$ cat config.mk
export PLATFORM = sky130hd
export DESIGN_NAME = sbe_thresh_ctr
export DESIGN_NICKNAME = d
export VERILOG_FILES = /design/src/rtl/sbe_pkg.sv /design/src/rtl/sbe_regmap.sv /design/src/rtl/sbe_count_core.sv /design/src/rtl/sbe_report.sv /design/src/rtl/sbe_thresh_ctr.sv
export SDC_FILE = /design/constraint.sdc
export NUM_CORES = 1
export LEC_CHECK = 0
export BUFFER_PORTS_ARGS = -buffer_cell sky130_fd_sc_hd__buf_2
export CAP_MARGIN = 10
export CORE_ASPECT_RATIO = 0.5
export CORE_MARGIN = 1.5
export CORE_UTILIZATION = 44
export DETAILED_ROUTE_END_ITERATION = 10
export MAX_ROUTING_LAYER = met4
export PLACE_DENSITY_LB_ADDON = 0.05
export RECOVER_POWER = 25
export SLEW_MARGIN = 5
export SYNTH_ARGS = -nofsm -noshare
export SYNTH_HDL_FRONTEND = slang
export SYNTH_SLANG_ARGS = --single-unit
$ cat constraint.sdc
create_clock -name clk -period 2.3 [get_ports clk]
set_input_delay 0.23 -clock clk [delete_from_list [all_inputs] [get_ports clk]]
set_output_delay 0.23 -clock clk [all_outputs]
set_load 0.01 [all_outputs]
$ cat src/rtl/sbe_pkg.sv
package sbe_pkg;

    // Event the count core resolves for the current cycle.
    typedef enum logic [1:0] {
        EV_IDLE  = 2'd0,
        EV_LOAD  = 2'd1,
        EV_STEP  = 2'd2,
        EV_MATCH = 2'd3
    } ctr_event_e;

    // Register state of the report stage.
    typedef struct packed {
        logic flag;
    } report_state_t;

    // True when an event means the threshold was just reached.
    function automatic logic is_match(input ctr_event_e ev);
        return ev == EV_MATCH;
    endfunction

endpackage

$ cat src/rtl/sbe_regmap.sv
module sbe_regmap #(
    parameter int REG_W   = 32,
    parameter int FIELD_W = 8,
    parameter int CNT_LSB = 0,
    parameter int THR_LSB = 8
) (
    input  logic [REG_W-1:0]   wdata_i,
    input  logic [FIELD_W-1:0] cnt_i,
    input  logic [FIELD_W-1:0] thr_i,
    output logic [FIELD_W-1:0] wr_cnt_o,
    output logic [FIELD_W-1:0] wr_thr_o,
    output logic [REG_W-1:0]   rdata_o
);

    localparam int CNT_MSB = CNT_LSB + FIELD_W - 1;
    localparam int THR_MSB = THR_LSB + FIELD_W - 1;

    // Extract write fields.
    assign wr_cnt_o = wdata_i[CNT_MSB:CNT_LSB];
    assign wr_thr_o = wdata_i[THR_MSB:THR_LSB];

    // Assemble read data bit by bit; every bit outside the two fields is zero.
    for (genvar b = 0; b < REG_W; b++) begin : g_rbit
        if (b >= CNT_LSB && b <= CNT_MSB) begin : g_cnt
            assign rdata_o[b] = cnt_i[b-CNT_LSB];
        end else if (b >= THR_LSB && b <= THR_MSB) begin : g_thr
            assign rdata_o[b] = thr_i[b-THR_LSB];
        end else begin : g_rsvd
            assign rdata_o[b] = 1'b0;
        end
    end

endmodule

$ cat src/rtl/sbe_count_core.sv
module sbe_count_core
    import sbe_pkg::*;
#(
    parameter int FIELD_W = 8
) (
    input  logic               clk,
    input  logic               rst_n,
    input  logic               err_i,
    input  logic               wr_i,
    input  logic [FIELD_W-1:0] wr_cnt_i,
    input  logic [FIELD_W-1:0] wr_thr_i,
    output logic [FIELD_W-1:0] cnt_o,
    output logic [FIELD_W-1:0] thr_o,
    output ctr_event_e         event_o
);

    localparam logic [FIELD_W-1:0] ONE  = FIELD_W'(1);
    localparam logic [FIELD_W-1:0] ZERO = '0;

    typedef struct packed {
        logic [FIELD_W-1:0] cnt;
        logic [FIELD_W-1:0] thr;
    } core_state_t;

    core_state_t s_d, s_q;
    ctr_event_e  ev;
    logic [FIELD_W-1:0] inc;
    logic               thr_live;

    always_comb begin
        s_d      = s_q;
        inc      = s_q.cnt + ONE;
        thr_live = (s_q.thr != ZERO);
        ev       = EV_IDLE;
        if (wr_i) begin
            // Software write wins over a coincident pulse.
            ev      = EV_LOAD;
            s_d.cnt = wr_cnt_i;
            s_d.thr = wr_thr_i;
        end else if (err_i) begin
            if (thr_live && inc == s_q.thr) begin
                ev      = EV_MATCH;
                s_d.cnt = ZERO;
            end else begin
                ev      = EV_STEP;
                s_d.cnt = inc;
            end
        end
    end

    always_ff @(posedge clk or negedge rst_n) begin
        if (!rst_n) begin
            s_q <= '0;
        end else begin
            s_q <= s_d;
        end
    end

    assign cnt_o   = s_q.cnt;
    assign thr_o   = s_q.thr;
    assign event_o = ev;

endmodule

$ cat src/rtl/sbe_report.sv
module sbe_report
    import sbe_pkg::*;
(
    input  logic       clk,
    input  logic       rst_n,
    input  ctr_event_e event_i,
    input  logic       en_i,
    input  logic       clr_i,
    output logic       status_o,
    output logic       irq_o
);

    report_state_t r_d, r_q;
    logic          raise;

    always_comb begin
        r_d   = r_q;
        raise = is_match(event_i) && en_i;
        if (raise) begin
            // A new report has priority over a coincident clear.
            r_d.flag = 1'b1;
        end else if (clr_i) begin
            r_d.flag = 1'b0;
        end
    end

    always_ff @(posedge clk or negedge rst_n) begin
        if (!rst_n) begin
            r_q <= '0;
        end else begin
            r_q <= r_d;
        end
    end

    assign status_o = r_q.flag;
    assign irq_o    = r_q.flag;

endmodule

$ cat src/rtl/sbe_thresh_ctr.sv
module sbe_thresh_ctr
    import sbe_pkg::*;
#(
    parameter int REG_W   = 32,
    parameter int FIELD_W = 8,
    parameter int CNT_LSB = 0,
    parameter int THR_LSB = 8
) (
    input  logic             clk,
    input  logic             rst_n,
    input  logic             err_pulse_i,
    input  logic             report_en_i,
    input  logic             reg_wr_i,
    input  logic [REG_W-1:0] reg_wdata_i,
    input  logic             status_clr_i,
    output logic [REG_W-1:0] reg_rdata_o,
    output logic             status_o,
    output logic             irq_o
);

    logic [FIELD_W-1:0] wr_cnt, wr_thr, cnt, thr;
    ctr_event_e         ev;

    sbe_regmap #(
        .REG_W  (REG_W),
        .FIELD_W(FIELD_W),
        .CNT_LSB(CNT_LSB),
        .THR_LSB(THR_LSB)
    ) u_map (
        .wdata_i (reg_wdata_i),
        .cnt_i   (cnt),
        .thr_i   (thr),
        .wr_cnt_o(wr_cnt),
        .wr_thr_o(wr_thr),
        .rdata_o (reg_rdata_o)
    );

    sbe_count_core #(
        .FIELD_W(FIELD_W)
    ) u_core (
        .clk     (clk),
        .rst_n   (rst_n),
        .err_i   (err_pulse_i),
        .wr_i    (reg_wr_i),
        .wr_cnt_i(wr_cnt),
        .wr_thr_i(wr_thr),
        .cnt_o   (cnt),
        .thr_o   (thr),
        .event_o (ev)
    );

    sbe_report u_rep (
        .clk     (clk),
        .rst_n   (rst_n),
        .event_i (ev),
        .en_i    (report_en_i),
        .clr_i   (status_clr_i),
        .status_o(status_o),
        .irq_o   (irq_o)
    );

endmodule

Word level (Yosys, flattened, before mapping). Cells that the tools add are included.

Register bits after elaboration: 17. Bits of input ports: 38.

$add $sub $neg: 1. Equal/unequal tests: 2. Multiplexer cells: 8. Reduce and logical (&&, ||, !) cells: 5.

Operators with widths (count): $mux 8 (3); $add 8x1->8 const B (1); $eq 8x8->1 (1); $reduce_bool 8->1 (1); $mux 2 (2); $reduce_bool 2->1 (2); $mux 1 (3); $eq 2x2->1 const B (1); $logic_and 1x1->1 (2).

Logic depth before layout (Yosys ltp). Gate-level depths: netlist of the first run.

Word-level depth: 9. Mapped depth: 7. Gate-level depth less buffers: 7.

Cells and area by module. A second synthesis of the first run with hierarchy kept.

Cells, all modules: 167. Area, all modules: 1547.7 um^2.

By module, submodules not included: sbe_count_core (times used 1, cells an instance 113, area an instance 1133.6 um^2); sbe_regmap (times used 1, cells an instance 49, area an instance 364.1 um^2); sbe_report (times used 1, cells an instance 5, area an instance 50.0 um^2).

Worst setup path after synthesis of the first run. No wires, ideal clock.

Path type: register to register. Start: register u_core.s_q (netlist bit u_core.cnt_o[0]). End: register u_core.s_q (netlist bit u_core.cnt_o[7]). Setup time: 0.081 ns. Arrival time: 1.920 ns. Required time: 2.219 ns. Slack: 0.299 ns. Cell stages (with the launch flop): 8. Path buffers: 0. Clock period less this slack: 2.001 ns. Cells stage by stage: dfrtp_1 -> ha_1 -> and2_1 -> nor2b_1 -> o311a_1 -> o2111ai_4 -> nor4_2 -> nor3_2.

Word-level cells in the longest chain between the ends: 6.

Ends and longest elaborated chain: start, declared (line sbe_count_core.sv:25) `core_state_t s_d, s_q;`; start signal, assigned (line sbe_count_core.sv:53) `s_q <= '0;`; start signal, assigned (line sbe_count_core.sv:55) `s_q <= s_d;`; $add 8x1->8 (*) (line sbe_count_core.sv:32) `inc = s_q.cnt + ONE;`; $eq 8x8->1 (line sbe_count_core.sv:41) `if (thr_live && inc == s_q.thr) begin`; $logic_and 1x1->1 (line sbe_count_core.sv:41); $mux 8 (*) (line sbe_count_core.sv:41); $mux 8 (*) (line sbe_count_core.sv:40) `end else if (err_i) begin`; $mux 8 (*) (line sbe_count_core.sv:35) `if (wr_i) begin`.

Mark *: on every way between the ends. The rest lies on a longest branch, timed or not. The select of a mux whose other input is x is not followed. A chain may end at the register's enable or synchronous reset.

Worst setup path in the final report of the first run.
Start: register u_core.s_q (netlist bit u_core.cnt_o[1]). End: register u_core.s_q (netlist bit u_core.cnt_o[7]).

The elaborated chain is that of the path after synthesis.

==> summary.txt, run 1 <==
Detailed routing
  • DR WL/cell: 13.5 um
  • Pre-antenna DRT Iters: 4
  • Initial DRC count: 80
  • Final WL: 2870 um
  • Vias: 1090
  • Via density: 5.14
  • DRC: 0
  • Routed Antenna Nets: 0

Timing
  • Setup TNS: 0 ns
  • WHS: 0.187 ns
  • RSZ-0062 raised after global routing: false
  • Final setup skew: 0.00223 ns
  • Final Hold Viols: 0
  • Max_slew headroom: 0.0674
  • Slew at the pin with the worst max-slew slack: 1.40 ns
  • Highest Clock Rate: 469 MHz
  • Final setup fails: 0
  • Final Max Tran Viols: 0
  • Period utilisation layout: 0.927
  • Min Tclk post-route: 2.13 ns

Global routing
  • GR Layer Usage met3: 0.0489
  • GR Layer Usage met2: 0.269
  • M1 GR Usage: 0.292
  • First-pass GRT wire length: 4570 um
  • Largest net degree at the start of global routing: 34
  • GRT overflow: 0
  • GRT Overall Usage: 0.202
  • GR peak layer: met1
  • Vias in the first global route: 895
  • Initial antenna violation count: 0

Floorplanning
  • Site Rows: 13
  • Std-Cell Core Area: 2680 um^2
  • Die height: 41.2 um
  • Die span in x: 79.5 um
  • Die area: 3280 um^2
  • Initial Utilization: 0.479
  • Ports: 72

Min path
  • Worst hold path depth: 3
  • Hold Crit Start: reg_wdata_i[8]
  • Hold Path Class: in2reg
  • Hold EP: u_core.thr_o[0]$_DFFE_PN0P_

Synthesis
  • Post-synth top flop: dfrtp_1
  • Cell with the most instances after synthesis: buf_4
  • Synth Area in Simple Gates: 0.225
  • Synth Instances: 137
  • Post-synthesis compound-gate area fraction: 0.193
  • Post-synth EDFFs: 0
  • Seq cells post-synth: 17
  • Commonest cells in the netlist: 18 x buf_4, 17 x dfrtp_1, 12 x nand2_1, 7 x mux2_2, 7 x nor2_1
  • Portion of netlist area occupied by mux cells: 0.0613
  • Yosys top cell by area: dfrtp_1
  • Top-area cell type share of the netlist area: 0.331
  • Adder-cell share of the synthesized area: 0.00973
  • Largest family of logic cells by synthesized area: simple AND/OR/NAND/NOR gates
  • Post-synthesis sequential area ratio: 0.331
  • Synth top area cells: dfrtp_1 33%, buf_4 11%, mux2_2 6.1%
  • Post-Synthesis Cell Area: 1290 um^2
  • Synth Area in XOR/XNOR: 0.0477
  • Syn avg cell area: 9.39 um^2
  • Synth unique cells: 44
  • Yosys warning count: 0
  • Async SR Flop Fraction: 1.00

Final layout
  • Ratio of cells with drive above 1 in the final layout: 0.349
  • Final core occ: 0.554
  • Antenna Cells: 0
  • Area growth, synth to finish: 15.7%
  • Layout Nets: 215
  • Post-route design area: 1490 um^2

Critical path
  • Max stage delay on crit path: 0.43 ns
  • Worst r2r path cells: 7
  • R2R setup slack: 0.17 ns
  • Arr. time, crit path: 2.32 ns
  • Crit path from: u_core.cnt_o[1]$_DFFE_PN0P_
  • CP Max Fanout: 9
  • Crit. End Element: flip-flop
  • Critical path type: reg2reg
  • Critical-path cell list: ha_1, and2_1, nor2b_1, o311a_1, o2111ai_4, nor4_2, nor3_2
  • Reg2reg start: u_core.cnt_o[1]$_DFFE_PN0P_
  • Worst reg2reg path endpoint: u_core.cnt_o[7]$_DFFE_PN0P_
  • Critical-path top delay cell: dfrtp_1
  • Worst EP required: 2.48 ns
  • Startpoint types: flip-flop

Status
  • Status: completed

Power
  • LEAKAGE: 0.644 nW
  • Pwr Total: 0.924 mW
  • Pwr per Cell Area: 621 nW/um^2
  • Peak VDD IR: 0.271 mV

Clocking
  • Clk_lat worst skew: 0.26 ns
  • # clock sinks: 17
  • CTS buffer count: 3
  • H-tree levels: 1
  • CTS tree: built
  • CTS Root Cell: clkbuf_8
  • Clock-pin slew on the worst setup and hold paths: 0.07 ns
  • Clock buffer depth: 2

Place
  • Hpwl dp: 2080 um
  • I/O Buffers: 39
  • Routability cong.: 0.745
  • Dpl cell area: 1430 um^2

Flow run
  • Total of max-cap violations: 0
-- worst max-delay path, delay by kind of cell, from the launching register on --
kind | cells | cell delay, ns
AO/OA/AOI/OAI | 2 | 0.75
AND/OR/NAND/NOR | 4 | 0.62
flip-flops | 1 | 0.43
adder cells (fa/ha/maj) | 1 | 0.26
-- metal layers --
layer / wire [um] / vias up
li1: - / 538
met1: 1530 / 504
met2: 1130 / 44
met3: 191 / 4
met4: 19 / 0
met5: 0 / -
-- worst max path at each step --
stage	end	slack, ns
6_report	u_core.cnt_o[7]$_DFFE_PN0P_	0.17
2_1_floorplan	u_core.cnt_o[7]$_DFFE_PN0P_	0.30
3_5_place_dp	u_core.cnt_o[7]$_DFFE_PN0P_	0.20
4_1_cts	u_core.cnt_o[7]$_DFFE_PN0P_	0.18
3_3_place_gp	u_core.cnt_o[7]$_DFFE_PN0P_	0.24
5_1_grt	u_core.cnt_o[7]$_DFFE_PN0P_	0.05
-- per-stage QoR --
| stage | setup slack, ns | instances |
|---|---|---|
| 3_3_place_gp | 0.241 | 207 |
| 6_report | 0.168 | 212 |
| 4_1_cts | 0.181 | 212 |
| 2_1_floorplan | 0.299 | 152 |
| 5_1_grt | 0.0496 | 212 |
| 3_5_place_dp | 0.202 | 207 |
-- layout make-up --
| class | count | area [um^2] |
|---|---|---|
| clock buffer | 3 | 41.3 |
| clock inverter | 1 | 7.51 |
| fill | 263 | 1200 |
| inverter | 2 | 7.51 |
| multi-input combinational | 111 | 749 |
| sequential | 17 | 425 |
| tap | 37 | 46.3 |
| timing repair buffer | 41 | 210 |
-- report_power, final --
group	internal [mW]	switching, mW	leakage (nW)
registers	0.332	0.0587	0.201
logic	0.128	0.167	0.421
clock network	0.122	0.117	0.0217
-- layout by cell type (no fill, tap or decap), types with 5 or more instances in the layout --
master,n
nand2b_1,5
nor2b_1,6
o211ai_1,6
nor2_1,7
conb_1,16
dfrtp_1,17
nand2_1,12
buf_2,37
mux2_2,7
o22ai_1,5
-- registers in the layout, summed over array words and instances, names as in the netlist --
register,flops
u_core.cnt_o,8
u_core.thr_o,8
u_rep.irq_o,1
-- kinds of logic (layout without fill, tap and decap cells) --
family / Yosys count / count (layout)
AOI/OAI and AO/OA: 30 / 30
xor gates and xnor gates: 7 / 7
adders and majority gates: 1 / 1
buffers and inverters: 24 / 47
DFF: 17 / 17
muxes: 7 / 7
other: 1 / 16
and+or+nand+nor: 50 / 50
-- what timing repair did --
action | 4_1_cts | 5_1_grt
resized for setup | 0 | 0
hold buffers | 1 | 0
setup buffers | 0 | 0
endpoints found under the hold margin | 17 | 0
No activity file was read; power rests on OpenSTA's default activity.
==> run 2, diff against run 1 <==
--- a/config.mk
+++ b/config.mk
@@ -5,6 +5,7 @@
 export SDC_FILE = /design/constraint.sdc
 export NUM_CORES = 1
 export LEC_CHECK = 0
+export ABC_AREA = 1
 export BUFFER_PORTS_ARGS = -buffer_cell sky130_fd_sc_hd__buf_2
 export CAP_MARGIN = 10
 export CORE_ASPECT_RATIO = 0.5
==> run 2 against run 1 <==
Power is 5.5% lower. Worst setup slack improved by 0.29 ns. Cell area rose by 3.0%. Global-route usage is 0.33 points lower. Critical endpoint is now u_core.cnt_o[6]$_DFFE_PN0P_. Largest power group unchanged. Highest routed layer is now met3.
==> summary.txt, run 2 <==
Status
  • Status: completed

Clocking
  • CTS buffer count: 3 (unchanged)
  • CTS tree: built
  • H-tree levels: 1 (unchanged)
  • Clock buffer depth: 2 (unchanged)
  • CTS Root Cell: clkbuf_8
  • Clock-pin slew on the worst setup and hold paths: 0.08 ns (about the same)
  • Clk_lat worst skew: 0.26 ns (about the same)
  • # clock sinks: 17 (unchanged)

Critical path
  • CP Max Fanout: 7 (-2)
  • Critical-path top delay cell: dfrtp_1
  • Worst EP required: 2.45 ns (-0.03 ns)
  • Cell mode on critical path: nand2_1
  • Startpoint types: flip-flop
  • Buf+Inv Stages, Crit Path: 2 (+2)
  • Top delay family on crit path: simple AND/OR/NAND/NOR gates
  • Max stage delay on crit path: 0.42 ns (about the same)
  • Crit. End Element: flip-flop
  • Critical-path cell list: ha_1, nand2_1, clkinv_1, nand2_1, nand2_1, nand3_1, inv_1, nor2_1, nand3_4, nand2_1, nand2_1
  • Critical path type: reg2reg
  • Arr. time, crit path: 2.00 ns (-0.32 ns)

Power
  • Clock power frac: 0.268 (+0.009)
  • Cell Int Power: 0.549 mW (-5.6%)
  • LEAKAGE: 0.906 nW (+41%)
  • Pwr per Cell Area: 570 nW/um^2 (-8.3%)
  • Sw Pwr: 0.324 mW (-5.4%)
  • Comb power frac: 0.314 (-0.005)
  • Seq pwr share: 0.418 (-0.005)
  • Net switching fraction of the power: 0.371 (+0.000413)
  • Peak VDD IR: 0.247 mV (-8.8%)

Synthesis
  • Commonest cells in the netlist: 70 x nand2_1, 27 x inv_1, 23 x nor2_1, 18 x buf_4, 17 x dfrtp_1
  • Post-synth top flop: dfrtp_1
  • Top-area cell type share of the netlist area: 0.323 (-0.00816)
  • Adder-cell share of the synthesized area: 0.00949 (-0.000240)
  • Cell with the most instances after synthesis: nand2_1
  • Synth Area in Simple Gates: 0.375 (+0.150)
  • Async SR Flop Fraction: 1.00 (unchanged)
  • Post-synth EDFFs: 0 (unchanged)
  • Post-synthesis sequential area ratio: 0.323 (-0.00816)
  • Synth unique cells: 20 (-55%)
  • Yosys warning count: 0 (unchanged)
  • Synth top area cells: dfrtp_1 32%, nand2_1 20%, buf_4 10%
  • Syn avg cell area: 6.43 um^2 (-31%)
  • Post-Synthesis Cell Area: 1320 um^2 (+2.5%)
  • Portion of netlist area occupied by mux cells: 0 (-0.0613)
  • Yosys top cell by area: dfrtp_1
  • Synth Instances: 205 (+50%)
  • Post-synthesis compound-gate area fraction: 0.0939 (-0.0987)
  • Largest family of logic cells by synthesized area: simple AND/OR/NAND/NOR gates
  • Synth Area in XOR/XNOR: 0 (-0.0477)
  • Seq cells post-synth: 17 (unchanged)

Global routing
  • Largest net degree at the start of global routing: 27 (-21%)
  • Vias in the first global route: 1107 (+24%)
  • GRT Overall Usage: 0.199 (-0.00335)
  • Initial antenna violation count: 0 (unchanged)
  • First-pass GRT wire length: 4950 um (+8.5%)
  • GRT overflow: 0 (unchanged)

Final layout
  • Ratio of cells with drive above 1 in the final layout: 0.209 (-0.140)
  • Area growth, synth to finish: 16.2%
  • Commonest non-fill, non-tap cell in the layout: nand2_1
  • Antenna Cells: 0 (unchanged)
  • Commonest non-fill, non-tap cells in the layout: 70 x nand2_1, 38 x buf_2, 27 x inv_1, 23 x nor2_1, 17 x dfrtp_1
  • # fillers: 281 (+6.8%)
  • Layout Nets: 284 (+32%)
  • Final core occ: 0.564 (+0.00994)

Place
  • Routability cong.: 0.819 (+10%)
  • Hpwl dp: 2350 um (+13%)
  • I/O Buffers: 39 (unchanged)

Detailed routing
  • Pre-antenna DRT Iters: 5 (+1)
  • DR WL/cell: 10.5 um (-23%)
  • Initial DRC count: 45 (-44%)
  • Final WL: 2940 um (+2.5%)
  • DRC: 0 (unchanged)
  • Routed Antenna Nets: 0 (unchanged)
  • Vias: 1315 (+21%)
  • Via density: 4.68 (-9.0%)

Floorplanning
  • Die height: 41.7 um (+1.2%)
  • Die span in x: 80.4 um (+1.2%)
  • Ports: 72 (unchanged)
  • Initial Utilization: 0.485 (+0.00624)
  • Std-Cell Core Area: 2720 um^2 (+1.2%)
  • Die area: 3350 um^2 (+2.4%)
  • Site Rows: 13 (unchanged)

Timing
  • Slew at the pin with the worst max-slew slack: 0.981 ns (-0.418 ns)
  • Final setup skew: 0.0101 ns (+0.00785 ns)
  • WHS: 0.167 ns (-0.0198 ns)
  • Final Max Tran Viols: 0 (unchanged)
  • RSZ-0062 raised after global routing: false
  • Highest Clock Rate: 542 MHz (+16%)
  • Final setup fails: 0 (unchanged)
  • Setup TNS: 0 ns (unchanged)
  • Period utilisation layout: 0.802 (-0.125)
  • Min Tclk post-route: 1.84 ns (-0.287 ns)
  • Max_slew headroom: 0.346 (+0.279)
  • Final Hold Viols: 0 (unchanged)

Min path
  • Hold Path Class: in2reg

Flow run
  • Total of max-cap violations: 0 (unchanged)
## run 2: worst reg2reg max path, cell delays in order, from the launching register on
cell and delay, ns:
dfrtp_1 0.42, ha_1 0.25, nand2_1 0.13, clkinv_1 0.14, nand2_1 0.10, nand2_1 0.06
nand3_1 0.12, inv_1 0.06, nor2_1 0.18, nand3_4 0.15, nand2_1 0.09, nand2_1 0.05
## run 2: cells by family (layout without fill, tap and decap cells)
logic type | after synthesis | after routing
AO/OA/AOI/OAI | 20 | 20
adder cells (fa/ha/maj) | 1 | 1
buffers and inverters | 51 | 75
flip-flops | 17 | 17
other | 1 | 16
AND/OR/NAND/NOR | 115 | 115
## run 2: area by class of cell
cell class,count,area (um^2),area share
Multi-Input combinational cell,152,691,0.451
Sequential cell,17,425,0.278
Timing Repair Buffer,41,211,0.138
Inverter,30,113,0.0735
Tap cell,37,46.3,0.0302
Clock buffer,3,41.3,0.0269
Clock inverter,1,5.00,0.00327
## run 2: path summary, 6_finish.rpt
kind,to,startpoint,depth (start not counted),slack [ns]
max,u_core.cnt_o[6]$_DFFE_PN0P_,u_core.cnt_o[1]$_DFFE_PN0P_,11,0.46
min,u_core.thr_o[7]$_DFFE_PN0P_,reg_wdata_i[15],3,0.17
max reg2reg,u_core.cnt_o[6]$_DFFE_PN0P_,u_core.cnt_o[1]$_DFFE_PN0P_,11,0.46
min reg2reg,u_rep.irq_o$_DFFE_PN0P_,u_rep.irq_o$_DFFE_PN0P_,2,0.49
max in group asynchronous,u_rep.irq_o$_DFFE_PN0P_,rst_n,2,1.05
min in group asynchronous,u_core.cnt_o[6]$_DFFE_PN0P_,rst_n,2,0.64
## run 2: through the flow
stage / power (mW) / std cells / worst slack (ns) / cell area, um^2
floorplan: 0.575 / 220 / 0.641 / 1380
global placement: 0.640 / 276 / 0.517 / 1480
detailed placement: 0.646 / 276 / 0.472 / 1480
CTS: 0.881 / 281 / 0.461 / 1530
global route: 0.944 / 281 / 0.285 / 1530
finish: 0.873 / 281 / 0.455 / 1530
## run 2: metal layers
layer | track usage | wire length [um] | up-vias
met5 | - | 0 | -
met4 | 0.0310 | 0 | 0
met3 | 0.0593 | 205 | 0
met2 | 0.287 | 1250 | 47
met1 | 0.279 | 1490 | 588
li1 | - | - | 680
## run 2: power by group through the flow
stage	Clock, mW	Sequential (mW)	Combinational, mW
final	0.234	0.365	0.275
after global routing	0.255	0.370	0.319
after CTS	0.238	0.365	0.278
after detailed placement	0	0.370	0.275
after global placement	0	0.370	0.270
after floorplan	0	0.377	0.198
## run 2: what timing repair did
item                      CTS  global route
gates resized for setup     0             0
hold buffers                1             0
hold endpoints to repair   17             0
setup buffers               0             0
